## src/rtl/ret_stack_pkg.sv

```systemverilog
package ret_stack_pkg;
   typedef enum logic [2:0] {
      ST_IDLE    = 3'd0,
      ST_PUSH_LO = 3'd1,
      ST_PUSH_HI = 3'd2,
      ST_POP_LO  = 3'd3,
      ST_POP_HI  = 3'd4
   } rs_state_e;
endpackage

```

## src/rtl/ret_stack_seq.sv

```systemverilog
module ret_stack_seq
   import ret_stack_pkg::*;
(
   input  logic      clk,
   input  logic      rst_n,
   input  logic      push_i,
   input  logic      ret_i,
   input  logic      retr_i,
   output rs_state_e state_o,
   output logic      restoring_o,
   output logic      push_go_o,
   output logic      pop_go_o,
   output logic      push_last_o,
   output logic      pop_last_o,
   output logic      idle_free_o,
   output logic      busy_o
);
   rs_state_e st_q, st_d;
   logic      restoring_q;
   logic      idle;
   logic      any_pop;

   assign idle    = (st_q == ST_IDLE);
   assign any_pop = ret_i | retr_i;

   assign push_go_o   = idle & push_i;
   assign pop_go_o    = idle & ~push_i & any_pop;
   assign idle_free_o = idle & ~push_i & ~any_pop;
   assign push_last_o = (st_q == ST_PUSH_HI);
   assign pop_last_o  = (st_q == ST_POP_HI);
   assign busy_o      = ~idle;
   assign state_o     = st_q;
   assign restoring_o = restoring_q;

   always_comb begin
      st_d = st_q;
      unique case (st_q)
         ST_IDLE: begin
            if (push_i)       st_d = ST_PUSH_LO;
            else if (any_pop) st_d = ST_POP_LO;
         end
         ST_PUSH_LO: st_d = ST_PUSH_HI;
         ST_PUSH_HI: st_d = ST_IDLE;
         ST_POP_LO:  st_d = ST_POP_HI;
         ST_POP_HI:  st_d = ST_IDLE;
         default:    st_d = ST_IDLE;
      endcase
   end

   always_ff @(posedge clk or negedge rst_n) begin
      if (!rst_n) begin
         st_q        <= ST_IDLE;
         restoring_q <= 1'b0;
      end else begin
         st_q <= st_d;
         if (pop_go_o) restoring_q <= retr_i;
      end
   end


   busy_ignore_chk: assert property (@(posedge clk) disable iff (!rst_n)
      (busy_o && push_i) |=> (st_q != ST_PUSH_LO));


   prio_chk: assert property (@(posedge clk) disable iff (!rst_n)
      (idle && push_i && retr_i) |=> (st_q == ST_PUSH_LO));


   two_xfer_chk: assert property (@(posedge clk) disable iff (!rst_n)
      (st_q == ST_PUSH_LO || st_q == ST_POP_LO) |=> busy_o ##1 !busy_o);
endmodule

```

## src/rtl/ret_stack_psw.sv

```systemverilog
module ret_stack_psw #(
   parameter int DATA_W    = 8,
   parameter int SP_W      = 3,
   parameter int SAVE_BITS = 4
) (
   input  logic                 clk,
   input  logic                 rst_n,
   input  logic                 wr_en_i,
   input  logic [DATA_W-1:0]    wr_data_i,
   input  logic                 inc_i,
   input  logic                 dec_i,
   input  logic                 restore_i,
   input  logic [SAVE_BITS-1:0] restore_nib_i,
   output logic [DATA_W-1:0]    psw_o,
   output logic [SP_W-1:0]      sp_o,
   output logic [SAVE_BITS-1:0] nib_o
);
   localparam int NIB_LSB = DATA_W - SAVE_BITS;

   logic [DATA_W-1:0] psw_q;

   initial begin
      assert (SP_W + SAVE_BITS <= DATA_W)
         else $error("pointer and saved bits overlap in status word");
   end

   always_ff @(posedge clk or negedge rst_n) begin
      if (!rst_n) begin
         psw_q <= '0;
      end else if (wr_en_i) begin
         psw_q <= wr_data_i;
      end else begin
         if (inc_i)
            psw_q[SP_W-1:0] <= psw_q[SP_W-1:0] + 1'b1;
         else if (dec_i)
            psw_q[SP_W-1:0] <= psw_q[SP_W-1:0] - 1'b1;
         if (restore_i)
            psw_q[DATA_W-1:NIB_LSB] <= restore_nib_i;
      end
   end

   assign psw_o = psw_q;
   assign sp_o  = psw_q[SP_W-1:0];
   assign nib_o = psw_q[DATA_W-1:NIB_LSB];


   sp_inc_wrap_chk: assert property (@(posedge clk) disable iff (!rst_n)
      (inc_i && !wr_en_i) |=> (sp_o == SP_W'($past(sp_o) + 1'b1)));


   sp_dec_wrap_chk: assert property (@(posedge clk) disable iff (!rst_n)
      (dec_i && !wr_en_i) |=> (sp_o == SP_W'($past(sp_o) - 1'b1)));
endmodule

```

## src/rtl/ret_stack_ram.sv

```systemverilog
module ret_stack_ram
   import ret_stack_pkg::*;
#(
   parameter int PC_W      = 12,
   parameter int DATA_W    = 8,
   parameter int SAVE_BITS = 4,
   parameter int SP_W      = 3,
   parameter int BASE_ADDR = 8,
   parameter int ADDR_W    = 5
) (
   input  logic                 clk,
   input  logic                 rst_n,
   input  rs_state_e            state_i,
   input  logic                 restoring_i,
   input  logic                 push_go_i,
   input  logic [PC_W-1:0]      pc_i,
   input  logic [SAVE_BITS-1:0] nib_i,
   input  logic [SP_W-1:0]      sp_i,
   input  logic [DATA_W-1:0]    rdata_i,
   output logic [ADDR_W-1:0]    addr_o,
   output logic                 we_o,
   output logic [DATA_W-1:0]    wdata_o,
   output logic [SAVE_BITS-1:0] restore_nib_o,
   output logic [PC_W-1:0]      pc_o,
   output logic                 pc_valid_o,
   output logic                 rearm_o
);
   localparam int HI_PC_W = PC_W - DATA_W;
   localparam int PAD_W   = DATA_W - SAVE_BITS - HI_PC_W;
   localparam int DEPTH   = 1 << SP_W;
   localparam int TOP     = BASE_ADDR + 2 * DEPTH - 1;

   initial begin
      assert (HI_PC_W > 0) else $error("PC must exceed one byte");
      assert (PAD_W >= 0) else $error("PC high part and saved bits exceed a byte");
      assert (TOP < (1 << ADDR_W)) else $error("address width too small");
   end

   logic [PC_W-1:0]      pc_hold;
   logic [SAVE_BITS-1:0] nib_hold;
   logic [DATA_W-1:0]    lo_hold;
   logic [DATA_W-1:0]    hi_pack;
   logic                 hi_sel;
   logic                 is_push;

   generate
      if (PAD_W > 0) begin : g_pad
         assign hi_pack = {nib_hold, {PAD_W{1'b0}}, pc_hold[PC_W-1:DATA_W]};
      end else begin : g_tight
         assign hi_pack = {nib_hold, pc_hold[PC_W-1:DATA_W]};
      end
   endgenerate

   assign hi_sel  = (state_i == ST_PUSH_HI) || (state_i == ST_POP_HI);
   assign is_push = (state_i == ST_PUSH_LO) || (state_i == ST_PUSH_HI);

   assign addr_o  = ADDR_W'(BASE_ADDR) + ADDR_W'({sp_i, hi_sel});
   assign we_o    = is_push;
   assign wdata_o = (state_i == ST_PUSH_HI) ? hi_pack : pc_hold[DATA_W-1:0];
   assign restore_nib_o = rdata_i[DATA_W-1:DATA_W-SAVE_BITS];

   always_ff @(posedge clk or negedge rst_n) begin
      if (!rst_n) begin
         pc_hold    <= '0;
         nib_hold   <= '0;
         lo_hold    <= '0;
         pc_o       <= '0;
         pc_valid_o <= 1'b0;
         rearm_o    <= 1'b0;
      end else begin
         if (push_go_i) begin
            pc_hold  <= pc_i;
            nib_hold <= nib_i;
         end
         if (state_i == ST_POP_LO) lo_hold <= rdata_i;
         pc_valid_o <= (state_i == ST_POP_HI);
         rearm_o    <= (state_i == ST_POP_HI) && restoring_i;
         if (state_i == ST_POP_HI)
            pc_o <= {rdata_i[HI_PC_W-1:0], lo_hold};
      end
   end


   write_window_chk: assert property (@(posedge clk) disable iff (!rst_n)
      we_o |-> (int'(addr_o) >= BASE_ADDR && int'(addr_o) <= TOP));


   pair_adjacent_chk: assert property (@(posedge clk) disable iff (!rst_n)
      (state_i == ST_PUSH_LO) |=> (addr_o == ADDR_W'($past(addr_o) + 1'b1)));
endmodule

```

## src/rtl/ret_stack.sv

```systemverilog
module ret_stack
   import ret_stack_pkg::*;
#(
   parameter int PC_W      = 12,
   parameter int DATA_W    = 8,
   parameter int SAVE_BITS = 4,
   parameter int SP_W      = 3,
   parameter int BASE_ADDR = 8,
   parameter int ADDR_W    = 5
) (
   input  logic              clk,
   input  logic              rst_n,
   input  logic              push_i,
   input  logic              ret_i,
   input  logic              retr_i,
   input  logic [PC_W-1:0]   pc_i,
   input  logic              psw_wr_i,
   input  logic [DATA_W-1:0] psw_i,
   output logic [DATA_W-1:0] psw_o,
   output logic [PC_W-1:0]   pc_o,
   output logic              pc_valid_o,
   output logic              irq_rearm_o,
   output logic              busy_o,
   output logic [ADDR_W-1:0] ram_addr_o,
   output logic              ram_we_o,
   output logic [DATA_W-1:0] ram_wdata_o,
   input  logic [DATA_W-1:0] ram_rdata_i
);
   localparam int NIB_LSB = DATA_W - SAVE_BITS;

   rs_state_e            state;
   logic                 restoring;
   logic                 push_go, pop_go, push_last, pop_last, idle_free;
   logic [SP_W-1:0]      sp;
   logic [SAVE_BITS-1:0] nib, restore_nib;

   ret_stack_seq u_seq (
      .clk         (clk),
      .rst_n       (rst_n),
      .push_i      (push_i),
      .ret_i       (ret_i),
      .retr_i      (retr_i),
      .state_o     (state),
      .restoring_o (restoring),
      .push_go_o   (push_go),
      .pop_go_o    (pop_go),
      .push_last_o (push_last),
      .pop_last_o  (pop_last),
      .idle_free_o (idle_free),
      .busy_o      (busy_o)
   );

   ret_stack_psw #(
      .DATA_W    (DATA_W),
      .SP_W      (SP_W),
      .SAVE_BITS (SAVE_BITS)
   ) u_psw (
      .clk           (clk),
      .rst_n         (rst_n),
      .wr_en_i       (psw_wr_i & idle_free),
      .wr_data_i     (psw_i),
      .inc_i         (push_last),
      .dec_i         (pop_go),
      .restore_i     (pop_last & restoring),
      .restore_nib_i (restore_nib),
      .psw_o         (psw_o),
      .sp_o          (sp),
      .nib_o         (nib)
   );

   ret_stack_ram #(
      .PC_W      (PC_W),
      .DATA_W    (DATA_W),
      .SAVE_BITS (SAVE_BITS),
      .SP_W      (SP_W),
      .BASE_ADDR (BASE_ADDR),
      .ADDR_W    (ADDR_W)
   ) u_ram (
      .clk           (clk),
      .rst_n         (rst_n),
      .state_i       (state),
      .restoring_i   (restoring),
      .push_go_i     (push_go),
      .pc_i          (pc_i),
      .nib_i         (nib),
      .sp_i          (sp),
      .rdata_i       (ram_rdata_i),
      .addr_o        (ram_addr_o),
      .we_o          (ram_we_o),
      .wdata_o       (ram_wdata_o),
      .restore_nib_o (restore_nib),
      .pc_o          (pc_o),
      .pc_valid_o    (pc_valid_o),
      .rearm_o       (irq_rearm_o)
   );


   rearm_with_pc_chk: assert property (@(posedge clk) disable iff (!rst_n)
      irq_rearm_o |-> pc_valid_o);


   plain_keeps_nib_chk: assert property (@(posedge clk) disable iff (!rst_n)
      (pc_valid_o && !irq_rearm_o) |-> $stable(psw_o[DATA_W-1:NIB_LSB]));


   busy_after_go_chk: assert property (@(posedge clk) disable iff (!rst_n)
      (push_go || pop_go) |=> busy_o);


   we_only_busy_chk: assert property (@(posedge clk) disable iff (!rst_n)
      ram_we_o |-> busy_o);


   psw_hold_busy_chk: assert property (@(posedge clk) disable iff (!rst_n)
      (busy_o && !push_last && !pop_last) |=> $stable(psw_o));
endmodule

```

## config.mk

```make
export PLATFORM = sky130hd
export DESIGN_NAME = ret_stack
export DESIGN_NICKNAME = d
export VERILOG_FILES = /design/src/rtl/ret_stack_pkg.sv /design/src/rtl/ret_stack_seq.sv /design/src/rtl/ret_stack_psw.sv /design/src/rtl/ret_stack_ram.sv /design/src/rtl/ret_stack.sv
export SDC_FILE = /design/constraint.sdc
export NUM_CORES = 1
export LEC_CHECK = 0
export CAP_MARGIN = 15
export CORE_ASPECT_RATIO = 0.7
export CORE_MARGIN = 2
export CORE_UTILIZATION = 45
export DETAILED_ROUTE_END_ITERATION = 8
export MAX_ROUTING_LAYER = met4
export PLACE_DENSITY_LB_ADDON = 0.3
export SYNTH_ARGS = -nofsm -noshare
export SYNTH_HDL_FRONTEND = slang
export SYNTH_SLANG_ARGS = --single-unit
```

## constraint.sdc

```tcl
create_clock -name clk -period 2.9 [get_ports clk]
set_input_delay 0.58 -clock clk [delete_from_list [all_inputs] [get_ports clk]]
set_output_delay 0.58 -clock clk [all_outputs]
set_load 0.02 [all_outputs]
```

==> impl_metrics.toml <==
[detailed_routing]
post_drt_wl_per_cell_microns = 15.2
drtIter0Drc = 65
postRouteAntennaNets = 0
drcViolationCount = 0
dr.pass1.iters = 4
wl_microns = 4550
vias_per_cell = 5.02
vias = 1506

[clock_network]
clk_pin_slew_ns = 0.10
cts_tree = "done"
post_cts_buffers = 0
numCtsBuffers = 5
clk_path_buf_depth = 2
cts_max_level = 2
clk_latency_ns = 0.30
cts.sink_count = 50
hold_buffers = 0
root_buffer = "clkbuf_8"

[worst_setup_path]
required_ns = 2.32
worstSetupPathType = "reg -> out"
cp-start-kind = "flip-flop"
cp.arrival_ns = 2.15
endpoint_kind = "primary output"
critPathMaxFanout = 11
ff2ff_setup_slack_ns = 0.71
r2r_cells = 7
rr_endpoint = "u_psw.psw_o[2]"
r2r-start = "u_seq.state_o[0]"

[grt]
grt_pass1_vias = 1557
antenna_found_initial = 0
grt_usage = 0.186
grt_pass1_wl_microns = 7770
grt_max_degree = 34
grt_overflow = 0

[final_layout]
drive_gt1_frac = 0.290
num-fill-cells = 399
final_util = 0.644
antennaDiodeCount = 0
nets = 265
syn2layout_area_growth_pct = 38.0

[die]
num_io_pins = 71
start_util = 0.466
die_height_microns = 62.9
die_x_microns = 88.1
row_count = 21
core_sq_um = 4780
die_area_sq_um = 5540

[synth]
syn_area_per_cell_sq_um = 14.1
synth_top_area_cell = "dfrtp_1"
postSynthCellCount = 158
synth_top_area_frac = 0.561
yosysSeqAreaShare = 0.561
synth_fp_nets = 193
yosys_warnings = 0
synth.cell_area_sq_um = 2230
synth_cell_types = 37
ys_seq_elements = 50
netlist_top_cells_area = "dfrtp_1, mux2_2, a221o_1"

[timing]
skew_ns = 0.00496
hold_viol_final = 0
post-route-min-period_ns = 2.73
setup_ws_ns = 0.174
setup_viol = 0
slew_headroom = 0.517
rsz0062_at_grt = "false"
fmax_ghz = 0.367
post-route-period-util = 0.940
tns_ns = 0
slew_violations = 0
worst_pin_slew_ns = 0.724

[pwr]
p_total_mw = 3.56
irDropWorstVdd_v = 0.000587
power_density_nw_per_um2 = 1160
power.leakage_nw = 1.27

[place]
gp_congestion = 0.758
dpl_worst_slack_ns = 0.398
dp_hpwl_microns = 3440
portBuffers = 70

[job]
maxCapViolations = 0

[worst_hold_path]
hold_class = "in -> async"

[status]
status = "complete, no violations"
==> worst max-delay path by stage <==
| stage | startpoint | cells past startpoint | slack (ns) | endpoint |
|---|---|---|---|---|
| 6_report | u_seq.state_o[0] | 4 | 0.17 | ram_wdata_o[6] |
| 5_1_grt | u_seq.state_o[2] | 4 | 0.009 | ram_wdata_o[3] |
| 4_1_cts | u_seq.state_o[0] | 4 | 0.05 | ram_wdata_o[6] |
| 3_5_place_dp | u_seq.state_o[0] | 4 | 0.40 | ram_wdata_o[6] |
| 3_3_place_gp | u_seq.state_o[0] | 4 | 0.47 | ram_wdata_o[7] |
| 2_1_floorplan | u_seq.state_o[1] | 8 | 0.72 | u_psw.psw_o[2] |
==> cells by family (layout without fill, tap and decap cells) <==
group / after synthesis / in the layout / share of synthesized area
DFF: 50 / 50 / 0.561
muxes: 45 / 45 / 0.227
and+or+nand+nor: 29 / 29 / 0.0926
AOI/OAI and AO/OA: 16 / 16 / 0.0578
buffers and inverters: 14 / 87 / 0.0404
xor gates and xnor gates: 3 / 3 / 0.0118
adders and majority gates: 1 / 1 / 0.00898
==> through the flow <==
stage	cells	area (sq um)	hold WS, ns
floorplan	158	2230	0.284
global placement	292	2970	0.472
detailed placement	292	2970	0.478
CTS	300	3070	0.331
global route	300	3080	0.370
finish	300	3080	0.315
==> state kept, by name (all words and copies together), names as in the netlist <==
signal	count
u_ram.nib_hold	4
u_psw.psw_o	8
u_ram.pc_o	12
u_ram.pc_valid_o	1
u_ram.pc_hold	12
u_ram.rearm_o	1
u_seq.restoring_o	1
u_ram.lo_hold	8
u_seq.state_o	3
==> Yosys cell counts (all sizes together) <==
| cell type | instances |
|---|---|
| and4bb | 1 |
| and2 | 4 |
| or3b | 1 |
| nor3 | 5 |
| o41ai | 1 |
| o2111ai | 1 |
| a21oi | 1 |
| inv | 4 |
| nor4 | 1 |
| xnor2 | 2 |
| or4 | 2 |
| dfrtp | 50 |
| buf | 10 |
| xor2 | 1 |
| nor3b | 2 |
| nand3b | 1 |
| fa | 1 |
| nor2b | 1 |
| mux2 | 45 |
| o21ba | 1 |
| nor2 | 6 |
| a221o | 4 |
| nand2 | 1 |
| a22o | 1 |
| a31oi | 4 |
| o211ai | 1 |
| o31ai | 2 |
| or3 | 1 |
| nand3 | 1 |
| or2 | 2 |
==> cell type report <==
cell class                 count  area [sq um]  area share
tap                           69          86.3      0.0280
clock inverter                 3          28.8     0.00935
multi-input combinational     94           893       0.290
inverter                       4          15.0     0.00488
clock buffer                   5          68.8      0.0224
sequential                    50          1250       0.407
timing repair buffer          75           733       0.238
==> worst max-delay path, cell delays in order (launching register included) <==
cell             delay (ns)
dfrtp_2                0.50
nor3b_2                0.22
buf_4                  0.22
mux2_2                 0.36
clkdlybuf4s50_1        0.54
==> what timing repair did <==
action | CTS | global route
gates resized for setup | 0 | 2
hold endpoints to repair | 0 | 0
endpoints found under the setup margin | 0 | 8
==> cell usage in the layout, fill, tap and decap left out, types with 2 or more instances in the layout <==
cell             synthesis  layout
o31ai_1                  2       2
a31oi_1                  4       4
mux2_1                   3       3
a221o_1                  4       4
nor3_1                   5       5
clkbuf_8                 0       5
clkdlybuf4s50_1          0      69
nor2_1                   4       4
buf_4                    5       5
xnor2_1                  2       2
nor2_4                   2       2
and2_1                   4       4
inv_1                    4       4
dfrtp_1                 50      49
clkinv_4                 0       2
nor3b_2                  1       2
mux2_2                  42      42
==> routing by layer <==
layer  part of all wire  vias to the layer above  global-route usage
met2               0.44                       44               0.271
met1               0.49                      738               0.267
met3              0.055                        5              0.0462
met4              0.011                        0              0.0398
met5                  0                        -                   -
li1                   -                      719                   -
==> where the power goes <==
group / internal [mW] / total, mW / switching [mW] / leakage (nW)
registers: 1.03 / 1.25 / 0.221 / 0.606
logic: 1.03 / 1.87 / 0.843 / 0.616
clock network: 0.179 / 0.432 / 0.253 / 0.0502
total: 2.24 / 3.56 / 1.32 / 1.27
Note: power is estimated with default switching activity, not from simulation.
